`src/rtl/gsm_pkg.sv`:
```
// Package: shared types for the gain-range slot multiplexer.
// Assumes: the output sequencer has three states; nothing else is shared.
package gsm_pkg;

    // Output sequencer state: idle, first (medium) slot, second (selected) slot
    typedef enum logic [1:0] {
        SEQ_IDLE   = 2'd0,
        SEQ_FIRST  = 2'd1,
        SEQ_SECOND = 2'd2
    } seq_state_t;

endpackage

```
`src/rtl/gsm_thresh_reg.sv`:
```
// Module: gsm_thresh_reg
// Holds the saturation threshold for the high-gain range.
// Assumes: the write strobe is synchronous to clk; the reset value is all ones,
// so only a full-scale high-gain word counts as saturated.
module gsm_thresh_reg #(
    parameter int DATA_W = 12
) (
    input  logic              clk,
    input  logic              rst_n,
    input  logic              wr_en,
    input  logic [DATA_W-1:0] wr_val,
    output logic [DATA_W-1:0] thr_q
);

    localparam logic [DATA_W-1:0] THR_RESET = {DATA_W{1'b1}};

    // Load a new threshold on write, return to full scale on reset
    always_ff @(posedge clk) begin
        if (!rst_n) begin
            thr_q <= THR_RESET;
        end else if (wr_en) begin
            thr_q <= wr_val;
        end
    end

endmodule

```
`src/rtl/gsm_capture.sv`:
```
// Module: gsm_capture
// Latches the three range samples on an accepted strobe. At the same edge it
// decides the second-slot word, so that both slots come from one sample and
// the threshold used is the one held at capture time.
// Assumes: strobes are at least two cycles apart; a strobe in the cycle
// straight after an accepted one is dropped so the pair in progress survives.
module gsm_capture #(
    parameter int DATA_W = 12
) (
    input  logic              clk,
    input  logic              rst_n,
    input  logic              strobe,
    input  logic [DATA_W-1:0] in_hi,
    input  logic [DATA_W-1:0] in_mid,
    input  logic [DATA_W-1:0] in_lo,
    input  logic [DATA_W-1:0] thr_q,
    output logic              cap_new,
    output logic [DATA_W-1:0] cap_mid,
    output logic [DATA_W-1:0] cap_sel,
    output logic              cap_uselow
);

    logic accept;
    logic saturated;

    // Saturation test of the most sensitive range against the stored threshold
    always_comb begin
        saturated = (in_hi >= thr_q);
    end

    // Accept a strobe only when no capture happened on the previous edge
    always_comb begin
        accept = strobe && !cap_new;
    end

    // Mark the cycle that follows a capture
    always_ff @(posedge clk) begin
        if (!rst_n) begin
            cap_new <= 1'b0;
        end else begin
            cap_new <= accept;
        end
    end

    // Store the first-slot word and the already-chosen second-slot word
    always_ff @(posedge clk) begin
        if (!rst_n) begin
            cap_mid    <= '0;
            cap_sel    <= '0;
            cap_uselow <= 1'b0;
        end else if (accept) begin
            cap_mid    <= in_mid;
            cap_sel    <= saturated ? in_lo : in_hi;
            cap_uselow <= saturated;
        end
    end

endmodule

```
`src/rtl/gsm_slot_seq.sv`:
```
// Module: gsm_slot_seq
// Drives the shared output bus at the double rate. After each capture it
// emits the medium word, then the selected word with the slot marker high,
// then returns to zero unless another capture has arrived.
// Assumes: cap_new never sits high in two consecutive cycles.
module gsm_slot_seq
    import gsm_pkg::*;
#(
    parameter int DATA_W = 12
) (
    input  logic              clk,
    input  logic              rst_n,
    input  logic              cap_new,
    input  logic [DATA_W-1:0] cap_mid,
    input  logic [DATA_W-1:0] cap_sel,
    input  logic              cap_uselow,
    output logic [DATA_W-1:0] out_word,
    output logic              out_slot,
    output logic              out_lowtag
);

    seq_state_t state_q;

    // Step through first slot, second slot and idle, registering every output
    always_ff @(posedge clk) begin
        if (!rst_n) begin
            state_q    <= SEQ_IDLE;
            out_word   <= '0;
            out_slot   <= 1'b0;
            out_lowtag <= 1'b0;
        end else if (cap_new) begin
            state_q    <= SEQ_FIRST;
            out_word   <= cap_mid;
            out_slot   <= 1'b0;
            out_lowtag <= 1'b0;
        end else if (state_q == SEQ_FIRST) begin
            state_q    <= SEQ_SECOND;
            out_word   <= cap_sel;
            out_slot   <= 1'b1;
            out_lowtag <= cap_uselow;
        end else begin
            state_q    <= SEQ_IDLE;
            out_word   <= '0;
            out_slot   <= 1'b0;
            out_lowtag <= 1'b0;
        end
    end

endmodule

```
`src/rtl/gain_slot_mux.sv`:
```
// Module: gain_slot_mux (top)
// Time-shares one output bus between the medium-gain word and either the
// high- or the low-gain word, chosen from saturation of the high-gain range.
// Assumes: clk runs at twice the sample rate; sample_valid is one cycle wide.
module gain_slot_mux #(
    parameter int DATA_W = 12
) (
    input  logic              clk,
    input  logic              rst_n,
    input  logic              sample_valid,
    input  logic [DATA_W-1:0] sample_hi,
    input  logic [DATA_W-1:0] sample_mid,
    input  logic [DATA_W-1:0] sample_lo,
    input  logic              thr_wr,
    input  logic [DATA_W-1:0] thr_val,
    output logic [DATA_W-1:0] out_word,
    output logic              out_slot,
    output logic              out_lowtag
);

    logic [DATA_W-1:0] thr_q;
    logic              cap_new;
    logic [DATA_W-1:0] cap_mid;
    logic [DATA_W-1:0] cap_sel;
    logic              cap_uselow;

    gsm_thresh_reg #(.DATA_W(DATA_W)) u_thr (
        .clk    (clk),
        .rst_n  (rst_n),
        .wr_en  (thr_wr),
        .wr_val (thr_val),
        .thr_q  (thr_q)
    );

    gsm_capture #(.DATA_W(DATA_W)) u_cap (
        .clk        (clk),
        .rst_n      (rst_n),
        .strobe     (sample_valid),
        .in_hi      (sample_hi),
        .in_mid     (sample_mid),
        .in_lo      (sample_lo),
        .thr_q      (thr_q),
        .cap_new    (cap_new),
        .cap_mid    (cap_mid),
        .cap_sel    (cap_sel),
        .cap_uselow (cap_uselow)
    );

    gsm_slot_seq #(.DATA_W(DATA_W)) u_seq (
        .clk        (clk),
        .rst_n      (rst_n),
        .cap_new    (cap_new),
        .cap_mid    (cap_mid),
        .cap_sel    (cap_sel),
        .cap_uselow (cap_uselow),
        .out_word   (out_word),
        .out_slot   (out_slot),
        .out_lowtag (out_lowtag)
    );

endmodule

```
`config.mk`:
```
export PLATFORM = sky130hd
export DESIGN_NAME = gain_slot_mux
export DESIGN_NICKNAME = d
export VERILOG_FILES = /design/src/rtl/gsm_pkg.sv /design/src/rtl/gsm_thresh_reg.sv /design/src/rtl/gsm_capture.sv /design/src/rtl/gsm_slot_seq.sv /design/src/rtl/gain_slot_mux.sv
export SDC_FILE = /design/constraint.sdc
export NUM_CORES = 1
export LEC_CHECK = 0
export ABC_AREA = 1
export BUFFER_PORTS_ARGS = -buffer_cell sky130_fd_sc_hd__buf_4
export CORE_MARGIN = 2
export CORE_UTILIZATION = 44
export CTS_BUF_LIST = sky130_fd_sc_hd__clkbuf_8
export DETAILED_ROUTE_END_ITERATION = 10
export PLACE_DENSITY_LB_ADDON = 0.08
export SETUP_SLACK_MARGIN = 0.1
export SKIP_CTS_REPAIR_TIMING = 1
export SLEW_MARGIN = 20
export SYNTH_ARGS = -nofsm -noshare
export SYNTH_HDL_FRONTEND = slang
export SYNTH_SLANG_ARGS = --single-unit
```
`constraint.sdc`:
```
create_clock -name clk -period 4.2 [get_ports clk]
set_input_delay 0.42 -clock clk [delete_from_list [all_inputs] [get_ports clk]]
set_output_delay 0.42 -clock clk [all_outputs]
set_load 0.01 [all_outputs]
```
# Word level (Yosys, flattened, before mapping)
# Index checks and enable logic that the tools add are counted.
# classes
order_cmp,1
n_eq_ne,1
mux,6
bitwise,2
reduce_logical,4
# ops
op,n
2-to-1 mux 12 bit,3
>= comparator 12 bit,1
OR reduction 3 bit,1
== test 2 x 1 -> 1 bit (second input constant),1
2-to-1 mux 1 bit,2
2-to-1 mux 2 bit,1
inverter 1 bit,2
OR reduction 2 bit,1
logical AND 1 bit,1
logical NOT 1 bit,1
# word_totals
regBits,54
inputBits,52
output_inout_bits,14

# Depth between registers and ports, before layout
# Gate-level depths: netlist (run 1).
# depth
ltp_word,3
ltp_mapped,14
mapped_depth_nobuf,13

# Cells and area by module
# A second synthesis (run 1) with hierarchy kept.
# unflattened
hier_cells,338
area_unflattened_um2,2552.4
# by_module_without_submodules
module,n_inst,cells_each,area_each_um2,seq_area_each_um2
gsm_capture,1,222,1530.2,520.5
gsm_slot_seq,1,64,604.3,300.3
gsm_thresh_reg,1,52,417.9,240.2

# Least setup slack after synthesis (run 1)
# Ideal clock, no wire load.
# synth_timing
path_kind,input -> register
from,in sample_hi[11]
to,reg u_cap.cap_sel[10]
setup_ns,0.109
arrival_time_ns,1.526
slack_ns,2.565
path_stages,11
cell_sequence,ha_1 -> nand2_1 -> nor2_2 -> nand2_2 -> nor2_2 -> nand2_2 -> buf_4 -> nand3_1 -> nand3_1 -> nand2_1 -> inv_1
# synth_between
elab_chain_len,2
# synth_lines
element,line_no,source
"start, declared",gain_slot_mux.sv:11,"input logic [DATA_W-1:0] sample_hi,"
>= comparator 12 bit,gsm_capture.sv:28,saturated = (in_hi >= thr_q);
2-to-1 mux 12 bit,gsm_capture.sv:53,cap_sel <= saturated ? in_lo : in_hi;
"end signal, assigned",gsm_capture.sv:53,
"end, declared",gsm_capture.sv:19,"output logic [DATA_W-1:0] cap_sel,"
# Every way passes these cells.
# A chain may end at the register's enable or synchronous reset.

# Worst setup path after layout (run 1)
# layout_timing
from,reg u_thr.thr_q[11]
to,reg u_cap.cap_sel[11]
# layout_between
elab_chain_len,2
# layout_lines
element,line_no,source
"start, declared",gsm_thresh_reg.sv:12,output logic [DATA_W-1:0] thr_q
"start signal, assigned",gsm_thresh_reg.sv:22,thr_q <= wr_val;
>= comparator 12 bit,gsm_capture.sv:28,
2-to-1 mux 12 bit,gsm_capture.sv:53,
# Every way passes these cells.

==> impl_metrics.tcl, run 1 <==
set metrics [dict create \
    regArea_um2 1061 \
    tightest_slew_ns 0.8442 \
    synth_area_um2 2321 \
    root_buffer "clkbuf_8" \
    hp-class "in2reg" \
    floorplan.core_area_um2 5107 \
    cts_max_level 2 \
    hold_viol_final 0 \
    cts_tree "done" \
    clkSinkCount 53 \
    power_density_nw_per_um2 341.8 \
    die_area_um2 5872 \
    synthXorXnorAreaFrac_pct 0 \
    max_slew_margin_pct 43.66 \
    rows 26 \
    final_layout_size_suffix_gt1_share_pct 22.89 \
    critPathRequiredTime_ns 4.41 \
    synth_top_family_by_area "simple AND/OR/NAND/NOR gates" \
    drt_iter0_drc 121 \
    ant_nets 0 \
    nFillCells 498 \
    yosys.area_share.adder_pct 6.469 \
    finalMaxSlewViolations 0 \
    fin_skew_ns 0.003776 \
    fin_nets 430 \
    cp-start-kind "flip-flop" \
    ys_ff_latch 53 \
    globalplace.congestion 0.7569 \
    synthMuxAreaShare_pct 0 \
    io_pins 66 \
    overflow 0 \
    status "finished clean" \
    rsz0062_at_grt "false" \
    syn_inst 308 \
    layout_common_cells "66 x buf_4, 53 x inv_1, 53 x dfxtp_1, 50 x nand2_1, 35 x o21ai_0" \
    worstSkewPairLatency_ns 0.30 \
    vias_per_cell 4.581 \
    antenna_found_initial 0 \
    mappedNetlistNets 372 \
    synthSimpleGateAreaFrac_pct 20.86 \
    cts_buffer_depth 2 \
    multi_input_area_um2 972.2 \
    post-route-util_pct 56.96 \
    wl_um 4723 \
    synthToLayoutAreaGrowth_pct 25.34 \
    start_util_pct 45.44 \
    syn_avg_cell_area_um2 7.536 \
    cts.clk_slew.worst_paths_ns 0.10 \
    yosys.cell_types.count 22 \
    dp_hpwl_um 3451 \
    finalPower_w 0.0009942 \
    peakVddDrop_uv 208.2 \
    fmax_mhz 563.1 \
    yosysSeqAreaShare_pct 45.71 \
    grt_max_degree 30 \
    dieHeight_um 76.63 \
    die_w_um 76.63 \
    setup_viol 0 \
    via_count 2002 \
    port_buffers 65 \
    cp-end-kind "flip-flop" \
    wire_per_inst_um 10.81 \
    synth_compound_area_share_pct 14.56 \
    ys_warn_count 0 \
    grt_pass1_wl_um 8280 \
    drtPass1Iterations 4 \
    cts_buffers 5 \
    worst-setup-path-type "reg2reg" \
    fin_crit_ns 1.776 \
    worst_slack_ns 2.424 \
    post-place-ws_ns 2.208 \
    leakagePower_nw 1.512 \
    fin_crit_sh_pct 42.28 \
    cp.arrival_ns 1.99 \
    cp_max_fo 13 \
    max_cap_violations 0 \
    n_antenna_cell 0 \
    tns_ns 0 \
    grt_use_total_pct 17.12 \
    layout_commonest_cell "buf_4" \
    first_global_vias 1880 \
    drc 0 \
]
-- area by class of cell --
cell class / count / area share [%]
inverter: 54 / 6.968
multi-input combinational: 186 / 33.42
tap: 70 / 3.011
sequential: 53 / 36.47
timing repair buffer: 66 / 17.03
clock buffer: 5 / 2.366
clock inverter: 3 / 0.7312
-- registers in the layout (all words and copies together), names as in the netlist --
register,cells
u_cap.cap_mid,12
u_cap.cap_sel,12
u_seq.out_word,12
u_thr.thr_q,12
u_seq.state_q,2
u_cap.cap_new,1
u_cap.cap_uselow,1
u_seq.out_lowtag,1
-- kinds of logic (layout without fill, tap and decap cells) --
logic type	Yosys count	count (layout)
flops	53	53
compound gates	67	67
simple gates	107	107
buf+inv	69	128
fa+ha+maj	12	12
-- stage by stage --
| step | instances | hold slack, ns | area [um2] |
|---|---|---|---|
| CTS | 437 | 0.3183 | 2909 |
| global route | 437 | 0.3293 | 2909 |
| global placement | 429 | 0.4251 | 2819 |
| finish | 437 | 0.3216 | 2909 |
| detailed placement | 429 | 0.4307 | 2819 |
| floorplan | 308 | 0.4149 | 2321 |
-- routing by layer --
| layer | vias to the layer above | wire, um | global-route usage (%) |
|---|---|---|---|
| met2 | 48 | 2157 | 29.38 |
| met5 | - | 0 | 0 |
| met4 | 0 | 41 | 4.364 |
| met3 | 5 | 249 | 3.910 |
| li1 | 1085 | - | - |
| met1 | 864 | 2274 | 21.68 |
-- report_power, final --
| part | switching, W | internal (W) | total, W |
|---|---|---|---|
| registers | 0.00000975 | 0.000534 | 0.000544 |
| logic | 0.0000897 | 0.0000746 | 0.000164 |
| clock network | 0.000168 | 0.000119 | 0.000286 |
| total | 0.000267 | 0.000727 | 0.000994 |
-- cell usage after synthesis --
library cell / instances / area [um2]
a21oi_1: 30 / 150.1
buf_1: 2 / 7.510
buf_2: 2 / 10.01
buf_4: 2 / 15.01
buf_6: 2 / 22.52
clkbuf_1: 6 / 22.52
clkbuf_4: 1 / 7.510
dfxtp_1: 53 / 1061
ha_1: 12 / 150.1
inv_1: 53 / 198.9
inv_2: 1 / 3.750
nand2_1: 50 / 187.7
nand2_2: 2 / 12.51
nand2_4: 1 / 11.26
nand3_1: 25 / 125.1
nand3_2: 1 / 10.01
nor2_1: 23 / 86.33
nor2_2: 3 / 18.77
nor2_4: 1 / 11.26
nor4_4: 1 / 21.27
o21ai_0: 35 / 175.2
o22ai_1: 2 / 12.51
-- worst max-delay path, cell delays in order, from the launching register on --
cell	delay, ns
dfxtp_1	0.32
inv_1	0.05
ha_1	0.28
nand2_1	0.11
inv_1	0.04
nand2_1	0.05
nand3_1	0.11
nor2_4	0.27
nand2_4	0.16
nand2_1	0.09
nand3_1	0.09
nand2_1	0.08
inv_1	0.04
-- worst paths after layout --
path | start | endpoint | slack (ns) | depth (start not counted)
worst min-delay path | thr_val[11] | u_thr.thr_q[11] | 0.32 | 3
worst min register to register | u_cap.cap_uselow | u_seq.out_lowtag | 0.44 | 2
worst max-delay path | u_thr.thr_q[11] | u_cap.cap_sel[11] | 2.42 | 12
worst max register to register | u_thr.thr_q[11] | u_cap.cap_sel[11] | 2.42 | 12
(Power assumes the default switching activity.)
==> inputs of run 2 (changes only) <==
==> constraint.sdc (replaced) <==
create_clock -name clk -period 1.7 [get_ports clk]
set_input_delay 0.17 -clock clk [delete_from_list [all_inputs] [get_ports clk]]
set_output_delay 0.17 -clock clk [all_outputs]
set_load 0.01 [all_outputs]
==> impl_metrics.tcl, run 2 (synthesized netlist as in run 1, its figures left out) <==
set metrics [dict create \
    wl_um 5357 \
    ant_nets 0 \
    fin_skew_ns 0.001473 \
    fmax_mhz 585.1 \
    fin_nets 439 \
    rsz0062_at_grt "true" \
    rr_worst_depth 12 \
    root_buffer "clkbuf_8" \
    tightest_slew_ns 0.3646 \
    drt_iter0_drc 77 \
    clockPowerShare_pct 27.0 \
    layout_commonest_cell "buf_4" \
    hold_viol_final 0 \
    p_int_w 0.001851 \
    layout_common_cells "71 x buf_4, 49 x inv_1, 49 x dfxtp_1, 39 x nand2_1, 35 x o21ai_0" \
    peakVddDrop_uv 413.3 \
    grt_max_degree 27 \
    cp-startpoint "u_thr.thr_q[10]" \
    clkSinkCount 53 \
    cts.clk_slew.worst_paths_ns 0.09 \
    failed_checks "negative setup slack" \
    port_buffers 65 \
    sw_frac_of_total_pct 27.86 \
    grt_pass1_wl_um 8197 \
    globalplace.congestion 0.7537 \
    first_global_vias 1884 \
    dieHeight_um 76.63 \
    worst_slack_ns -0.009130 \
    overflow 0 \
    hp-class "in2reg" \
    cp-start-kind "flip-flop" \
    die_w_um 76.63 \
    fin_crit_sh_pct 100.5 \
    cp.arrival_ns 1.92 \
    worst-setup-path-type "reg2reg" \
    tns_ns -0.01214 \
    antenna_found_initial 0 \
    drtPass1Iterations 4 \
    final_layout_size_suffix_gt1_share_pct 35.11 \
    rows 26 \
    finalMaxSlewViolations 0 \
    synthToLayoutAreaGrowth_pct 38.17 \
    cts_buffer_depth 2 \
    p_switching_w 0.0007148 \
    grt_use_total_pct 17.11 \
    power_density_nw_per_um2 800.0 \
    cp_max_fo 7 \
    cp-end-kind "flip-flop" \
    wire_per_inst_um 12.01 \
    worstSkewPairLatency_ns 0.30 \
    endpoint "u_cap.cap_sel[7]" \
    vias_per_cell 4.666 \
    cts_buffers 5 \
    cts_tree "done" \
    reg2reg_from "u_thr.thr_q[10]" \
    via_count 2081 \
    r2r_slack_ns -0.009 \
    whs_ns 0.07936 \
    max_cap_violations 0 \
    p_comb_share_pct 20.6 \
    leakagePower_nw 1.624 \
    reg2reg_to "u_cap.cap_sel[7]" \
    start_util_pct 45.44 \
    seq_power_share_pct 52.5 \
    fin_crit_ns 1.709 \
    status "finished, violations left" \
    hold_path_startpoint "thr_val[11]" \
    floorplan.core_area_um2 5107 \
    dp_hpwl_um 3576 \
    die_area_um2 5872 \
    n_antenna_cell 0 \
    io_pins 66 \
    critPathRequiredTime_ns 1.91 \
    cts_max_level 2 \
    setup_viol 3 \
    max_slew_margin_pct 75.67 \
    drc 0 \
]
run 2: worst min path at each step:
stage,end,slack [ns],cells past startpoint
CTS,u_thr.thr_q[11],0.07,3
finish,u_thr.thr_q[11],0.08,3
global placement,u_thr.thr_q[10],0.39,3
floorplan,u_thr.thr_q[0],0.29,2
global route,u_thr.thr_q[8],0.08,3
detailed placement,u_thr.thr_q[6],0.39,3
run 2: metal layers:
metal  global-route usage, %  share of wire, %  up-vias
li1                        -                 -     1104
met1                   21.24                44      920
met2                   29.56                51       51
met3                   3.673               4.4        6
met4                   5.455              0.99        0
met5                       0                 0        -
run 2: area by class of cell:
cell class                 count  area [um2]
multi-input combinational    188        1207
tap                           70       87.58
clock inverter                 3       18.77
inverter                      54       202.7
timing repair buffer          73       555.5
sequential                    53        1066
fill                         468        1901
clock buffer                   5       68.82
run 2: critical path, stage by stage (launching register included):
cell,delay [ns]
dfxtp_2,0.33
inv_2,0.07
ha_4,0.21
nand2_4,0.07
inv_1,0.05
nand2_1,0.09
nand3_2,0.10
nor2_4,0.30
nand2_4,0.13
nand2_2,0.08
nand3_1,0.08
nand2_1,0.07
inv_1,0.03
run 2: power groups by stage:
stage                     sequential (W)  combinational (W)  clock, W
after floorplan                  0.00137           0.000256         0
after global placement           0.00137           0.000408         0
after detailed placement         0.00137           0.000415         0
after CTS                        0.00134           0.000417  0.000711
after global routing             0.00136           0.000596  0.000766
final                            0.00135           0.000528  0.000692
run 2: stage by stage:
step	setup WS [ns]	util, %	total power (W)	area [um2]	instances
2_1_floorplan	0.1587	-	0.001627	2321	308
3_5_place_dp	-0.06159	55.63	0.001788	2841	432
5_1_grt	-0.1348	62.79	0.002717	3207	446
4_1_cts	-0.08697	57.35	0.002472	2929	440
6_report	-0.009130	62.79	0.002566	3207	446
3_3_place_gp	0.003631	55.63	0.001778	2841	432
